### config.mk
export PLATFORM = sky130hd
export DESIGN_NAME = status_reg
export DESIGN_NICKNAME = d
export VERILOG_FILES = /design/src/rtl/status_pkg.sv /design/src/rtl/status_flag_gen.sv /design/src/rtl/status_cause_ctl.sv /design/src/rtl/status_reg.sv
export SDC_FILE = /design/constraint.sdc
export NUM_CORES = 1
export LEC_CHECK = 0
export CAP_MARGIN = 0
export CORE_UTILIZATION = 40
export DETAILED_ROUTE_END_ITERATION = 8
export PLACE_DENSITY_LB_ADDON = 0.3
export SLEW_MARGIN = 25
export SYNTH_ARGS = -nofsm -noshare
export SYNTH_HDL_FRONTEND = slang
export SYNTH_SLANG_ARGS = --single-unit
### constraint.sdc
create_clock -name clk -period 0.85 [get_ports clk]
set_input_delay 0.17 -clock clk [delete_from_list [all_inputs] [get_ports clk]]
set_output_delay 0.17 -clock clk [all_outputs]
set_load 0.005 [all_outputs]
### src/rtl/status_pkg.sv
package status_pkg;

    localparam int REG_W = 8;

    typedef enum logic [2:0] {
        OP_NONE  = 3'd0,
        OP_ZTEST = 3'd1,
        OP_ADD   = 3'd2,
        OP_SUB   = 3'd3,
        OP_ROR   = 3'd4,
        OP_ROL   = 3'd5
    } alu_op_e;

    // register layout, MSB first; the packed order is the bit order
    typedef struct packed {
        logic [2:0] page;
        logic       tmo;
        logic       pwd;
        logic       z;
        logic       dc;
        logic       c;
    } stat_t;

    typedef struct packed {
        logic z;
        logic dc;
        logic c;
    } flag_t;

    localparam stat_t STAT_RESET = '{page: 3'b000, tmo: 1'b1, pwd: 1'b1,
                                     z: 1'b0, dc: 1'b0, c: 1'b0};

endpackage

### src/rtl/status_flag_gen.sv
module status_flag_gen
    import status_pkg::*;
#(
    parameter int W = 8
) (
    input  logic [2:0]   op,
    input  logic [W-1:0] opa,
    input  logic [W-1:0] opb,
    output flag_t        fmask,
    output flag_t        fval
);
    localparam int H = W / 2;

    logic [W:0] sum_full;
    logic [H:0] sum_low;
    logic [W:0] dif_full;
    logic [H:0] dif_low;
    alu_op_e    kind;

    always_comb begin
        kind     = alu_op_e'(op);
        sum_full = {1'b0, opa} + {1'b0, opb};
        sum_low  = {1'b0, opa[H-1:0]} + {1'b0, opb[H-1:0]};
        dif_full = {1'b0, opa} - {1'b0, opb};
        dif_low  = {1'b0, opa[H-1:0]} - {1'b0, opb[H-1:0]};
        fmask    = '0;
        fval     = '0;
        case (kind)
            OP_ZTEST: begin
                fmask.z = 1'b1;
                fval.z  = (opa == '0);
            end
            OP_ADD: begin
                fmask   = '{z: 1'b1, dc: 1'b1, c: 1'b1};
                fval.z  = (sum_full[W-1:0] == '0);
                fval.dc = sum_low[H];
                fval.c  = sum_full[W];
            end
            OP_SUB: begin
                fmask   = '{z: 1'b1, dc: 1'b1, c: 1'b1};
                fval.z  = (dif_full[W-1:0] == '0);
                fval.dc = ~dif_low[H];
                fval.c  = ~dif_full[W];
            end
            OP_ROR: begin
                fmask.c = 1'b1;
                fval.c  = opa[0];
            end
            OP_ROL: begin
                fmask.c = 1'b1;
                fval.c  = opa[W-1];
            end
            default: begin
                fmask = '0;
                fval  = '0;
            end
        endcase
    end

endmodule

### src/rtl/status_cause_ctl.sv
module status_cause_ctl (
    input  logic tmo_cur,
    input  logic pwd_cur,
    input  logic ev_clr,
    input  logic ev_sleep,
    input  logic ev_tmo,
    output logic tmo_nxt,
    output logic pwd_nxt
);
    always_comb begin
        // time-out: set events outrank the time-out clear
        if (ev_clr || ev_sleep)
            tmo_nxt = 1'b1;
        else if (ev_tmo)
            tmo_nxt = 1'b0;
        else
            tmo_nxt = tmo_cur;

        // power-down: clear instruction outranks sleep
        if (ev_clr)
            pwd_nxt = 1'b1;
        else if (ev_sleep)
            pwd_nxt = 1'b0;
        else
            pwd_nxt = pwd_cur;
    end
endmodule

### src/rtl/status_reg.sv
module status_reg
    import status_pkg::*;
#(
    parameter int W = 8
) (
    input  logic             clk,
    input  logic             rst_n,
    input  logic             wr_en,
    input  logic [REG_W-1:0] wr_data,
    input  logic [2:0]       alu_op,
    input  logic [W-1:0]     alu_a,
    input  logic [W-1:0]     alu_b,
    input  logic             wdt_clr,
    input  logic             sleep_cmd,
    input  logic             wdt_tmo,
    output logic [REG_W-1:0] stat_q,
    output logic [1:0]       page_sel
);
    stat_t st_d, st_q;
    stat_t wr_view;
    flag_t fmask, fval, fcur;
    logic  tmo_n, pwd_n;
    logic  flag_lock;

    status_flag_gen #(.W(W)) u_flags (
        .op    (alu_op),
        .opa   (alu_a),
        .opb   (alu_b),
        .fmask (fmask),
        .fval  (fval)
    );

    status_cause_ctl u_cause (
        .tmo_cur  (st_q.tmo),
        .pwd_cur  (st_q.pwd),
        .ev_clr   (wdt_clr),
        .ev_sleep (sleep_cmd),
        .ev_tmo   (wdt_tmo),
        .tmo_nxt  (tmo_n),
        .pwd_nxt  (pwd_n)
    );

    always_comb begin
        wr_view   = stat_t'(wr_data);
        fcur      = '{z: st_q.z, dc: st_q.dc, c: st_q.c};
        flag_lock = |fmask;
        st_d      = st_q;

        if (wr_en) begin
            st_d.page = wr_view.page;
            if (!flag_lock) begin
                st_d.z  = wr_view.z;
                st_d.dc = wr_view.dc;
                st_d.c  = wr_view.c;
            end
        end

        if (flag_lock) begin
            st_d.z  = fmask.z  ? fval.z  : fcur.z;
            st_d.dc = fmask.dc ? fval.dc : fcur.dc;
            st_d.c  = fmask.c  ? fval.c  : fcur.c;
        end

        st_d.tmo = tmo_n;
        st_d.pwd = pwd_n;
    end

    always_ff @(posedge clk or negedge rst_n) begin
        if (!rst_n)
            st_q <= STAT_RESET;
        else
            st_q <= st_d;
    end

    assign stat_q   = st_q;
    assign page_sel = st_q.page[1:0];

endmodule

# Word level (Yosys, flattened, before mapping)
# Index checks and enable logic that the tools add are counted.
[totals] reg_bits=8
[classes] addsub=4 n_reduce_logical=14 bitwise_logic=2 n_eq_ne=8 mux=15
[ops] operator="8-bit zero test" count=3
[ops] operator="1-bit 2-to-1 mux" count=10
[ops] operator="8-bit by 8-bit adder with 9-bit output" count=1
[ops] operator="8-bit by 8-bit subtractor with 9-bit output" count=1
[ops] operator="3-bit by 2-bit equality test with 1-bit output (second input constant)" count=2
[ops] operator="3-bit equality test (second input constant)" count=2
[ops] operator="3-bit 2-to-1 mux" count=2
[ops] operator="2-bit inequality test (second input constant)" count=3
[ops] operator="2-bit AND reduction" count=3
[ops] operator="2-bit nonzero test" count=3
[ops] operator="3-bit OR reduction" count=2
[ops] operator="4-bit by 4-bit adder with 5-bit output" count=1
[ops] operator="4-bit by 4-bit subtractor with 5-bit output" count=1
[ops] operator="1-bit one-hot mux with 4 select lines" count=1
[ops] operator="4-bit OR reduction" count=1
[ops] operator="3-bit by 1-bit equality test with 1-bit output (second input constant)" count=1
[ops] operator="1-bit one-hot mux with 3 select lines" count=1
[ops] operator="1-bit NOT" count=2
[ops] operator="1-bit one-hot mux with 2 select lines" count=1
[ops] operator="2-bit OR reduction" count=1
[ops] operator="1-bit logical OR" count=1

# Logic depth before layout (Yosys ltp)
# Gate-level depths: netlist of run 1.
[depth] depth_word=6 mapped_depth=9

# Cells and area by module
# From an unflattened synthesis of run 1, not the netlist that was laid out.
[unflattened] cells_unflattened=144 hier_area_um2=1158.6
[by_module_without_submodules] module="status_flag_gen" n_inst=1 area_each_um2=797.0 cells_per_inst=113
[by_module_without_submodules] module="status_reg" n_inst=1 area_each_um2=337.8 cells_per_inst=26
[by_module_without_submodules] module="status_cause_ctl" n_inst=1 area_each_um2=23.8 cells_per_inst=5

# Worst setup path before layout of run 1
# No wires, ideal clock.
[synth_timing] path_type="input port to flip-flop" startpoint="input port alu_a[0]" endpoint="register st_q (netlist bit stat_q[2])" arrival_time_ns=1.608 n_path_buf=0 setup_slack_ns=-0.862 path_stages=9 cell_sequence="inv_1 ha_1 fa_1 nand2b_1 nand2_1 o21ai_0 xnor2_1 nand4_1 o41ai_2"
[synth_via] elab_chain_cells=5
[synth_rtl] element="start, declared" line="status_reg.sv:11" rtl="input logic [W-1:0] alu_a,"
[synth_rtl] element="8-bit by 8-bit subtractor with 9-bit output or 8-bit by 8-bit adder with 9-bit output (tied branches)" line="status_flag_gen.sv:24, status_flag_gen.sv:22"
[synth_rtl] element="8-bit zero test (on tied branches)" line="status_flag_gen.sv:41, status_flag_gen.sv:35"
[synth_rtl] element="1-bit one-hot mux with 3 select lines (*)" line="status_flag_gen.sv:28" rtl="case (kind)"
[synth_rtl] element="1-bit 2-to-1 mux (*)" line="status_reg.sv:59" rtl="st_d.z = fmask.z ? fval.z : fcur.z;"
[synth_rtl] element="3-bit 2-to-1 mux (*)" line="status_reg.sv:58" rtl="if (flag_lock) begin"
[synth_rtl] element="end signal, assigned" line="status_reg.sv:72" rtl="st_q <= st_d;"
[synth_rtl] element="end, declared" line="status_reg.sv:19" rtl="stat_t st_d, st_q;"
# Mark *: on every way between the ends. The rest lies on a longest branch, timed or not. The select of a mux whose other input is x is not followed.
# A chain may end at the register's enable or synchronous reset.

# Worst setup path in the final report of run 1
# Same ends and word-level chain as after synthesis.

==> qor.txt, run 1 <==
status - finished, violations left
failing checks - negative setup slack
MaxCap Viol Count - 0
final worst slack - -0.6394 ns
final core occ - 77.66%
cts hold-fix bufs - 0
# port buffers - 40
Power Dens Cells - 936.2 mW/mm2
Post-Syn Area per Cell - 7.889 um2
Post-synth EDFFs - 0
DRT iter0 DRCs - 83
initial antenna violation count - 0
Vias - 1,548
Synth-to-Final Area Change - 83.27%
Die Ht - 58.87 um
CTS Buf Count - 3
P_leak - 1.083 nW
Post-synth ARST share - 100.0%
core region area - 0.003053 mm2
final hold vios - 0
Die X - 58.87 um
worst hold slack - 0.2370 ns
critical path type - input port to flop
vias in the first global route - 1,602
GPL Wtd Cong - 0.9094
pin count of the biggest net entering global routing - 11
cell row count - 20
htree depth - 1
CP required - 1.00 ns
later-pin clock latency in the skew report - 0.26 ns
CTS tree - built
Mapped Cells - 164
global-route wire length before repair - 7314 um
DP HPWL - 3390 um
Hold WC Path Type - input port to async pin
worst IR drop on VDD - 0.5449 mV
Main synth FF type - dfrtp_1
all-layer global routing usage - 28.39%
Clock Tree Buf Depth - 2
root buffer cell - clkbuf_4
layout cell share with drive strength beyond 1 - 54.25%
fin crit period - 1.489 ns
Finish-stage setup viols - 15
Slew Viols, Final - 0
clk_skew - 0 ns
total gr overflow - 0
Synth Register Bits - 8
FMAX - 671.4 MHz
clock sink total - 8
initial cell density of the core - 42.38%
critical path arrival - 1.64 ns
Pre-Repair DR Iteration Count - 4
antenna fix cells - 0
register area share after synthesis - 15.67%
Die Area - 0.003466 mm2
Antenna Nets Post-Route - 0
Mapped Area - 0.001294 mm2
Tightest Pin Transition - 0.3789 ns
RSZ-0062 raised after global routing - true
routed wire length - 4796 um
nets - 301
DRC violations left - 0
vias per inst - 5.320
fill count - 198
number of synthesis warnings - 0
Tcrit/Tclk final - 175.2%
IO Count - 43
WL/cell - 16.48 um
Yosys cell types - 47
startpoint types - input port
CTS clk-pin slew, worst paths - 0.06 ns
syn nets - 217
Critical Path End Type - flop
relative slew slack - 74.50%
crit path max fanout - 3
## final timing paths
path	startpoint	to	slack (ns)	depth (start not counted)
max reg2reg	stat_q[2]	stat_q[2]	-0.17	4
max	alu_a[0]	stat_q[2]	-0.64	9
max in group asynchronous	rst_n	stat_q[3]	0.41	2
min	rst_n	page_sel[1]	0.24	2
min reg2reg	stat_q[4]	stat_q[4]	0.48	2
min in group clk	alu_op[0]	stat_q[1]	0.45	5
## repair_timing
item | CTS | global route
setup endpoints to repair | 16 | 15
pin swaps | 27 | 7
resized for setup | 141 | 14
setup buffers | 6 | 1
hold endpoints to repair | 0 | 0
## flip-flops by register name (all words and copies together) (netlist names)
signal	flops
stat_q	6
page_sel	2
## cells by family (layout without fill, tap and decap cells)
logic type               after synthesis  after routing  synth area share [%]
flip-flops                             8              8                 15.67
XOR/XNOR                               6              6                 4.063
AND/OR/NAND/NOR                       52             52                 21.86
adder cells (fa/ha/maj)               20             20                 20.50
AO/OA/AOI/OAI                         39             39                 20.12
buffers and inverters                 31            114                 11.32
multiplexers                           8              8                 6.480
## where the power goes
group	internal, W	switching, W
Combinational	0.000783	0.000658
Clock	0.000181	0.000146
Sequential	0.000427	0.0000251
Total	0.00139	0.000829
## Yosys cell counts, types with 2 or more instances
cell / instances / area share, %
a21oi_1: 13 / 5.0
dfrtp_1: 6 / 12
nand2_1: 10 / 2.9
a21o_1: 2 / 1.2
nand3_1: 6 / 2.3
mux2_2: 3 / 2.6
inv_1: 19 / 5.5
buf_2: 6 / 2.3
mux2i_1: 5 / 3.9
xnor2_1: 3 / 2.0
nor2_1: 7 / 2.0
dfstp_2: 2 / 4.1
o21ai_1: 2 / 0.77
xor2_1: 3 / 2.0
a31oi_1: 2 / 0.97
nor4_1: 4 / 1.9
o31a_1: 3 / 2.0
nand2b_1: 5 / 2.4
nor2b_1: 5 / 2.4
nor3_1: 5 / 1.9
buf_4: 4 / 2.3
a211oi_1: 2 / 1.2
o21ai_0: 4 / 1.5
o21a_1: 2 / 1.2
ha_1: 18 / 17
fa_1: 2 / 3.1
## metal layers
metal,global-route usage [%],wire (um)
met2,51.14,2481
met4,10.88,177
met3,6.593,222
met1,32.21,1914
met5,0,0
## stage by stage
step / setup TNS (ns) / cell area, um2 / setup slack [ns] / cells / power, W
2_1_floorplan: -1.762 / 1405 / -0.7509 / 164 / 0.001086
3_3_place_gp: -7.129 / 2135 / -1.459 / 280 / 0.001657
3_5_place_dp: -7.571 / 2135 / -1.538 / 280 / 0.001699
4_1_cts: -3.190 / 2312 / -0.6664 / 290 / 0.002134
5_1_grt: -3.734 / 2371 / -0.7149 / 291 / 0.002369
6_report: -3.145 / 2371 / -0.6394 / 291 / 0.002220
## layout make-up
class                      instances  area [um2]  share of cell area, %
inverter                          19       78.83                  3.325
sequential                         8       202.7                  8.549
multi-input combinational        125        1225                  51.66
tap                               44       55.05                  2.322
timing repair buffer              91       783.3                  33.03
clock buffer                       4       26.28                  1.108
## critical path: stages
cell     delay [ns]
buf_12         0.11
ha_4           0.16
fa_2           0.36
buf_6          0.13
xor2_1         0.13
nand3_1        0.14
nor4_2         0.24
a31oi_1        0.13
o41ai_2        0.06
## placed cells by master, fill, tap and decap left out, types with 4 or more instances in the layout
cell type / count
a21oi_1: 8
a21oi_2: 4
buf_2: 15
buf_4: 39
buf_6: 15
clkdlybuf4s50_1: 10
dfrtp_1: 6
dlygate4sd2_1: 6
ha_1: 6
ha_4: 10
inv_1: 12
inv_2: 6
mux2i_1: 5
nand2_1: 8
nand3_1: 6
nor2_1: 6
Power figures use the tool's default switching activity.
==> run 2, diff against run 1 <==
--- a/config.mk
+++ b/config.mk
@@ -8,8 +8,10 @@
 export CAP_MARGIN = 0
 export CORE_UTILIZATION = 40
 export DETAILED_ROUTE_END_ITERATION = 8
+export GPL_ROUTABILITY_DRIVEN = 1
 export PLACE_DENSITY_LB_ADDON = 0.3
 export SLEW_MARGIN = 25
 export SYNTH_ARGS = -nofsm -noshare
 export SYNTH_HDL_FRONTEND = slang
+export SYNTH_HIERARCHICAL = 1
 export SYNTH_SLANG_ARGS = --single-unit
==> run 2 against run 1 <==
  * The run still ends with negative setup slack left
  * Critical path type unchanged
  * Combinational power down 17%
  * First-iteration DRC count down 57%
  * Utilization shrank 0.85 points
  * Clock skew stayed put
  * Synthesized area down 10%
  * Sequential cell count unchanged
  * Critical path depth rose by 4
  * Fmax down 19%
==> qor.txt, run 2 <==
most frequent cells in the layout - buf_4, nor2_1, clkdlybuf4s50_1 (was buf_4, buf_2, buf_6)
DRT iter0 DRCs - 36 (was 83)
Post-synth ARST share - 100.0% (unchanged)
final worst slack - -0.9922 ns (was -0.6394 ns)
core region area - 0.002758 mm2 (was 0.003053 mm2)
pin count of the biggest net entering global routing - 10 (was 11)
area of the multi-input gates - 0.001091 mm2 (was 0.001225 mm2)
initial antenna violation count - 0 (unchanged)
clk_skew - 0 ns (unchanged)
DP HPWL - 2876 um (was 3390 um)
Vias - 1,379 (was 1,548)
MaxCap Viol Count - 0 (unchanged)
worst hold slack - 0.1261 ns (was 0.2370 ns)
post-place setup slack - -1.731 ns (was -1.538 ns)
fin crit period - 1.842 ns (was 1.489 ns)
relative slew slack - 75.45% (was 74.50%)
Slew Viols, Final - 0 (unchanged)
P_leak - 1.036 nW (was 1.083 nW)
Synth area leader - ha_1 (unchanged)
global-route wire length before repair - 6258 um (was 7314 um)
all-layer global routing usage - 24.87% (was 28.39%)
RSZ-0062 raised after global routing - true (unchanged)
Main synth FF type - dfrtp_1 (unchanged)
syn nets - 195 (was 217)
Critical Path End Type - flop (unchanged)
Die X - 55.82 um (was 58.87 um)
Clock Tree Buf Depth - 2 (unchanged)
later-pin clock latency in the skew report - 0.26 ns (about the same)
critical path type - input port to flop (unchanged)
FMAX - 542.8 MHz (was 671.4 MHz)
initial cell density of the core - 42.01% (was 42.38%)
CTS tree - built (unchanged)
htree depth - 1 (unchanged)
cell row count - 19 (was 20)
Synth-to-Final Area Change - 82.83% (was 83.27%)
root buffer cell - clkbuf_4 (unchanged)
Synth Register Bits - 8 (unchanged)
total gr overflow - 0 (unchanged)
CTS Buf Count - 3 (unchanged)
Yosys cell types - 44 (was 47)
vias per inst - 5.408 (was 5.320)
WL/cell - 15.47 um (was 16.48 um)
Die Area - 0.003116 mm2 (was 0.003466 mm2)
Yosys top cell area share - 17.28% (was 17.41%)
Tightest Pin Transition - 0.3632 ns (was 0.3789 ns)
critical path arrival - 1.99 ns (was 1.64 ns)
cts hold-fix bufs - 0 (unchanged)
# port buffers - 40 (unchanged)
Tcrit/Tclk final - 216.7% (was 175.2%)
R2R Setup Slk - -0.16 ns (was -0.17 ns)
Die Ht - 55.82 um (was 58.87 um)
nets - 276 (was 301)
max reg flops - 6 (unchanged)
Finish-stage setup viols - 14 (was 15)
failing checks - negative setup slack (unchanged)
Pre-Repair DR Iteration Count - 4 (unchanged)
vias in the first global route - 1,447 (was 1,602)
sequential cell area - 202.7 um2 (unchanged)
antenna fix cells - 0 (unchanged)
Power Dens Cells - 926.3 mW/mm2 (was 936.2 mW/mm2)
Reg2Reg Depth - 2 (was 4)
IO Count - 43 (unchanged)
R2R Path End - stat_q[2] (unchanged)
commonest cells in the netlist - ha_1, nor2_1, inv_1 (was inv_1, ha_1, a21oi_1)
routed wire length - 3944 um (was 4796 um)
startpoint types - input port (unchanged)
worst IR drop on VDD - 0.9043 mV (was 0.5449 mV)
Antenna Nets Post-Route - 0 (unchanged)
status - finished, violations left (unchanged)
DRC violations left - 0 (unchanged)
clock sink total - 8 (unchanged)
most frequent cell after synthesis - ha_1 (was inv_1)
Mapped Area - 0.001159 mm2 (was 0.001294 mm2)
CP required - 1.00 ns (about the same)
Mapped Cells - 144 (was 164)
Synth area leaders - ha_1, dfrtp_1, mux2_2 (was ha_1, dfrtp_1, inv_1)
GPL Wtd Cong - 0.9073 (was 0.9094)
fill count - 181 (was 198)
CTS clk-pin slew, worst paths - 0.07 ns (was 0.06 ns)
reg2reg start - stat_q[2] (unchanged)
Post-synth EDFFs - 0 (unchanged)
commonest non-fill, non-tap cell in the layout - buf_4 (unchanged)
final hold vios - 0 (unchanged)
crit path max fanout - 3 (unchanged)
Post-Syn Area per Cell - 8.046 um2 (was 7.889 um2)
Hold WC Path Type - input port to async pin (unchanged)
register area share after synthesis - 17.49% (was 15.67%)
layout cell share with drive strength beyond 1 - 49.55% (was 54.25%)
number of synthesis warnings - 6 (was 0)
[run 2: changes by cell type after synthesis, sizes merged, moves of 3 or more]
| cell | change |
|---|---|
| nand2 | -6 |
| nand3 | -4 |
| nor2 | +6 |
| a21oi | -4 |
| nand2b | +3 |
| inv | -4 |
| buf | -7 |
[run 2: cells by family after synthesis]
family / synth area share [%]
compound gates: 17.82
xor+xnor: 5.292
fa+ha+maj: 20.73
buf+inv: 7.883
flops: 17.49
mux: 7.451
simple gates: 23.33
[run 2: timing repair]
action | 4_1_cts | 5_1_grt
setup endpoints to repair | 16 | 14
buffers inserted | 4 | 2
resized for setup | 72 | 46
pin swaps | 12 | 27
[run 2: worst max-delay path by stage]
stage | start | to | slack, ns | depth (start not counted)
finish | alu_a[0] | stat_q[2] | -0.99 | 13
global route | alu_a[0] | stat_q[2] | -1.07 | 12
CTS | alu_a[0] | stat_q[0] | -1.20 | 12
detailed placement | alu_a[0] | stat_q[0] | -1.73 | 12
global placement | alu_a[0] | stat_q[2] | -1.69 | 12
floorplan | alu_a[0] | stat_q[0] | -0.99 | 10
[run 2: critical path: stages]
cell,delay (ns)
buf_8,0.08
buf_6,0.11
inv_8,0.03
ha_4,0.15
fa_2,0.36
nand2b_4,0.17
a21oi_4,0.13
buf_4,0.13
xnor2_1,0.06
o2111ai_1,0.10
nor3_1,0.07
nand2b_1,0.16
mux2_4,0.26
[run 2: layout make-up]
cell class,count,area share (%)
Inverter,15,3.012
Sequential cell,8,9.569
Multi-Input combinational cell,114,51.51
Tap cell,31,1.831
Timing Repair Buffer,83,32.84
Clock buffer,4,1.240
[run 2: layer usage]
layer	routed length [um]	share of wire, %	GRT usage [%]
met5	0	0	0
met4	59	1.5	6.620
met1	1491	38	27.74
met2	2221	56	48.54
met3	172	4.4	3.721
[run 2: power breakdown]
part           switching, W  total (W)  internal [W]
Combinational      0.000529    0.00119      0.000659
Sequential        0.0000253   0.000450      0.000424
Clock              0.000145   0.000325      0.000180
[run 2: per-stage QoR]
stage | utilization (%) | instances | TNS [ns] | total power (W) | area [um2]
2_1_floorplan | - | 144 | -2.563 | 0.0009553 | 1224
4_1_cts | 73.05 | 254 | -4.451 | 0.001879 | 2014
5_1_grt | 76.81 | 255 | -4.452 | 0.002086 | 2118
6_report | 76.81 | 255 | -3.889 | 0.001962 | 2118
3_3_place_gp | 69.37 | 246 | -7.811 | 0.001466 | 1913
3_5_place_dp | 69.37 | 246 | -8.091 | 0.001501 | 1913
==> run 3, diff against run 2 <==
--- a/config.mk
+++ b/config.mk
@@ -7,6 +7,7 @@
 export LEC_CHECK = 0
 export CAP_MARGIN = 0
 export CORE_UTILIZATION = 40
+export CTS_BUF_LIST = sky130_fd_sc_hd__clkbuf_8
 export DETAILED_ROUTE_END_ITERATION = 8
 export GPL_ROUTABILITY_DRIVEN = 1
 export PLACE_DENSITY_LB_ADDON = 0.3
@@ -15,3 +16,4 @@
 export SYNTH_HDL_FRONTEND = slang
 export SYNTH_HIERARCHICAL = 1
 export SYNTH_SLANG_ARGS = --single-unit
+export TNS_END_PERCENT = 1
==> run 3 against run 2 <==
  * The run still ends with negative setup slack left
  * Via count decreased by 0.51%
  * Register-to-register slack got worse by 0.03 ns
  * Clock-buffer cell count decreased by 1
  * Global-route usage decreased by 0.92 points
  * Combinational power decreased by 3%
  * Total power increased by 5.3%
  * Sequential power about the same
  * Clock skew unchanged
  * Clock power increased by 42%
  * Wire length decreased by 0.84%
  * Hold slack improved by 0.11 ns
==> qor.txt, run 3 (synthesis gave the netlist of run 2 again) <==
fin crit period - 1.971 ns (was 1.842 ns)
switching share of power - 33.57% (was 35.61%)
Pre-Repair DR Iteration Count - 4 (unchanged)
clock group share of total power - 22.3% (was 16.6%)
final core occ - 75.45% (was 76.81%)
later-pin clock latency in the skew report - 0.22 ns (was 0.26 ns)
crit path max fanout - 3 (unchanged)
layout cell share with drive strength beyond 1 - 46.15% (was 49.55%)
relative slew slack - 73.05% (was 75.45%)
Cell Count Post-Placement - 243 (was 246)
Logic pwr share - 55.8% (was 60.5%)
top cell family by delay on the critical path - buffers and inverters (was adder cells)
placed cell area - 0.001858 mm2 (was 0.001913 mm2)
clk_skew - 0 ns (unchanged)
routed wire length - 3911 um (was 3944 um)
R2R Path End - stat_q[2] (unchanged)
IO Count - 43 (unchanged)
MaxCap Viol Count - 0 (unchanged)
commonest non-fill, non-tap cell in the layout - buf_4 (unchanged)
Clock Tree Buf Depth - 2 (unchanged)
crit-path cells - clkdlybuf4s50_1 -> buf_4 -> ha_1 -> buf_4 -> o21ai_1 -> o31ai_4 -> nor4_1 -> a31oi_1 -> nand2b_1 -> mux2_4 (was buf_8 -> buf_6 -> inv_8 -> ha_4 -> fa_2 -> nand2b_4 -> a21oi_4 -> buf_4 -> xnor2_1 -> o2111ai_1 -> nor3_1 -> nand2b_1 -> mux2_4)
DP HPWL - 2841 um (was 2876 um)
CTS clk-pin slew, worst paths - 0.05 ns (was 0.07 ns)
htree depth - 1 (unchanged)
Antenna Nets Post-Route - 0 (unchanged)
pin count of the biggest net entering global routing - 11 (was 10)
post-route insts no fill - 252 (was 255)
P_leak - 0.9906 nW (was 1.036 nW)
CTS Buf Count - 3 (unchanged)
core region area - 0.002758 mm2 (unchanged)
# port buffers - 40 (unchanged)
all-layer global routing usage - 23.95% (was 24.87%)
Total Power - 0.002066 W (was 0.001962 W)
Top cell by count, worst path - buf_4
Die Ht - 55.82 um (unchanged)
DRC violations left - 0 (unchanged)
total gr overflow - 0 (unchanged)
CP required - 1.02 ns (was 1.00 ns)
global-route wire length before repair - 5961 um (was 6258 um)
Hold WC Path Type - input port to async pin (unchanged)
worst IR drop on VDD - 1.262 mV (was 0.9043 mV)
Finish-stage setup viols - 13 (was 14)
Seq pwr share - 21.9% (was 22.9%)
Synth-to-Final Area Change - 79.59% (was 82.83%)
final instance area - 0.002081 mm2 (was 0.002118 mm2)
initial cell density of the core - 42.01% (unchanged)
Tcrit/Tclk final - 231.9% (was 216.7%)
Slew Viols, Final - 0 (unchanged)
R2R Setup Slk - -0.19 ns (was -0.16 ns)
max reg flops - 6 (unchanged)
clock sink total - 8 (unchanged)
GPL Wtd Cong - 0.8790 (was 0.9073)
vias per inst - 5.444 (was 5.408)
vias in the first global route - 1,440 (was 1,447)
root buffer cell - clkbuf_8 (was clkbuf_4)
antenna fix cells - 0 (unchanged)
Worst path max stage delay - 0.46 ns (was 0.36 ns)
critical path arrival - 2.14 ns (was 1.99 ns)
final worst slack - -1.121 ns (was -0.9922 ns)
Reg2Reg Depth - 2 (unchanged)
cell row count - 19 (unchanged)
failing checks - negative setup slack (unchanged)
Internal - 0.001372 W (was 0.001263 W)
nets - 273 (was 276)
startpoint types - input port (unchanged)
critical path type - input port to flop (unchanged)
crit path buf inv count - 3 (was 4)
WL/cell - 15.52 um (was 15.47 um)
Vias - 1,372 (was 1,379)
Power Dens Cells - 993.0 mW/mm2 (was 926.3 mW/mm2)
reg2reg start - stat_q[2] (unchanged)
FMAX - 507.3 MHz (was 542.8 MHz)
DRT iter0 DRCs - 18 (was 36)
status - finished, violations left (unchanged)
CTS tree - built (unchanged)
Worst path slowest cell - clkdlybuf4s50_1 (was fa_2)
Tightest Pin Transition - 0.3986 ns (was 0.3632 ns)
most frequent cells in the layout - buf_4, clkdlybuf4s50_1, nor2_1 (was buf_4, nor2_1, clkdlybuf4s50_1)
RSZ-0062 raised after global routing - true (unchanged)
Die X - 55.82 um (unchanged)
Die Area - 0.003116 mm2 (unchanged)
switching power - 0.0006937 W (was 0.0006988 W)
Critical Path End Type - flop (unchanged)
initial antenna violation count - 0 (unchanged)
final hold vios - 0 (unchanged)
-- run 3: cell count changes in the layout (fill, tap and decap cells not counted), moves of 4 or more --
cell	change
buf_2	-6
dlymetal6s2s_1	-5
clkbuf_2	+4
clkdlybuf4s50_1	+4
inv_1	+4
-- run 3: stage by stage --
stage / setup slack, ns / hold WS [ns] / TNS, ns
2_1_floorplan: -1.064 / -0.1256 / -2.698
6_report: -1.121 / 0.2343 / -3.603
4_1_cts: -1.133 / 0.2400 / -4.998
3_3_place_gp: -1.632 / 0.4558 / -7.580
3_5_place_dp: -1.705 / 0.4781 / -8.088
5_1_grt: -1.248 / 0.2499 / -4.005
-- run 3: metal layers --
| layer | vias up | global-route usage [%] | routed length (um) |
|---|---|---|---|
| met3 | 12 | 2.326 | 178 |
| li1 | 657 | - | - |
| met1 | 646 | 25.44 | 1481 |
| met2 | 57 | 45.61 | 2123 |
| met5 | - | 0 | 0 |
| met4 | 0 | 13.59 | 127 |
-- run 3: worst reg2reg max path: cells and delay by family, from the launching register on --
family	cells	cell delay [ns]
mux	2	0.54
flops	1	0.38
-- run 3: repair_timing --
item,CTS,global route
hold buffers,0,0
endpoints found under the setup margin,16,16
gates resized for setup,65,39
buffers inserted,4,1
pin swaps,9,18
cloned,0,0
-- run 3: worst max path at each step --
stage | start | end | slack, ns | cells past startpoint
floorplan | alu_a[0] | stat_q[0] | -1.06 | 10
global placement | alu_a[0] | stat_q[2] | -1.63 | 11
detailed placement | alu_a[0] | stat_q[2] | -1.71 | 11
CTS | alu_a[0] | stat_q[0] | -1.13 | 11
global route | alu_a[6] | stat_q[2] | -1.25 | 10
finish | alu_a[6] | stat_q[2] | -1.12 | 10
-- run 3: final cells by class --
type                       count  area (um2)
clock buffer                   3       41.29
sequential                     8       202.7
multi-input combinational    114        1070
clock inverter                 1       3.754
tap                           31       38.79
inverter                      15       56.30
timing repair buffer          80       668.1
fill                         208       676.9
-- run 3: power by group through the flow --
stage	logic [W]	clock network [W]	registers, W
finish	0.00115	0.000461	0.000453
global placement	0.000978	0	0.000452
floorplan	0.000492	0	0.000456
CTS	0.00107	0.000478	0.000453
global route	0.00124	0.000489	0.000455
detailed placement	0.00101	0	0.000458
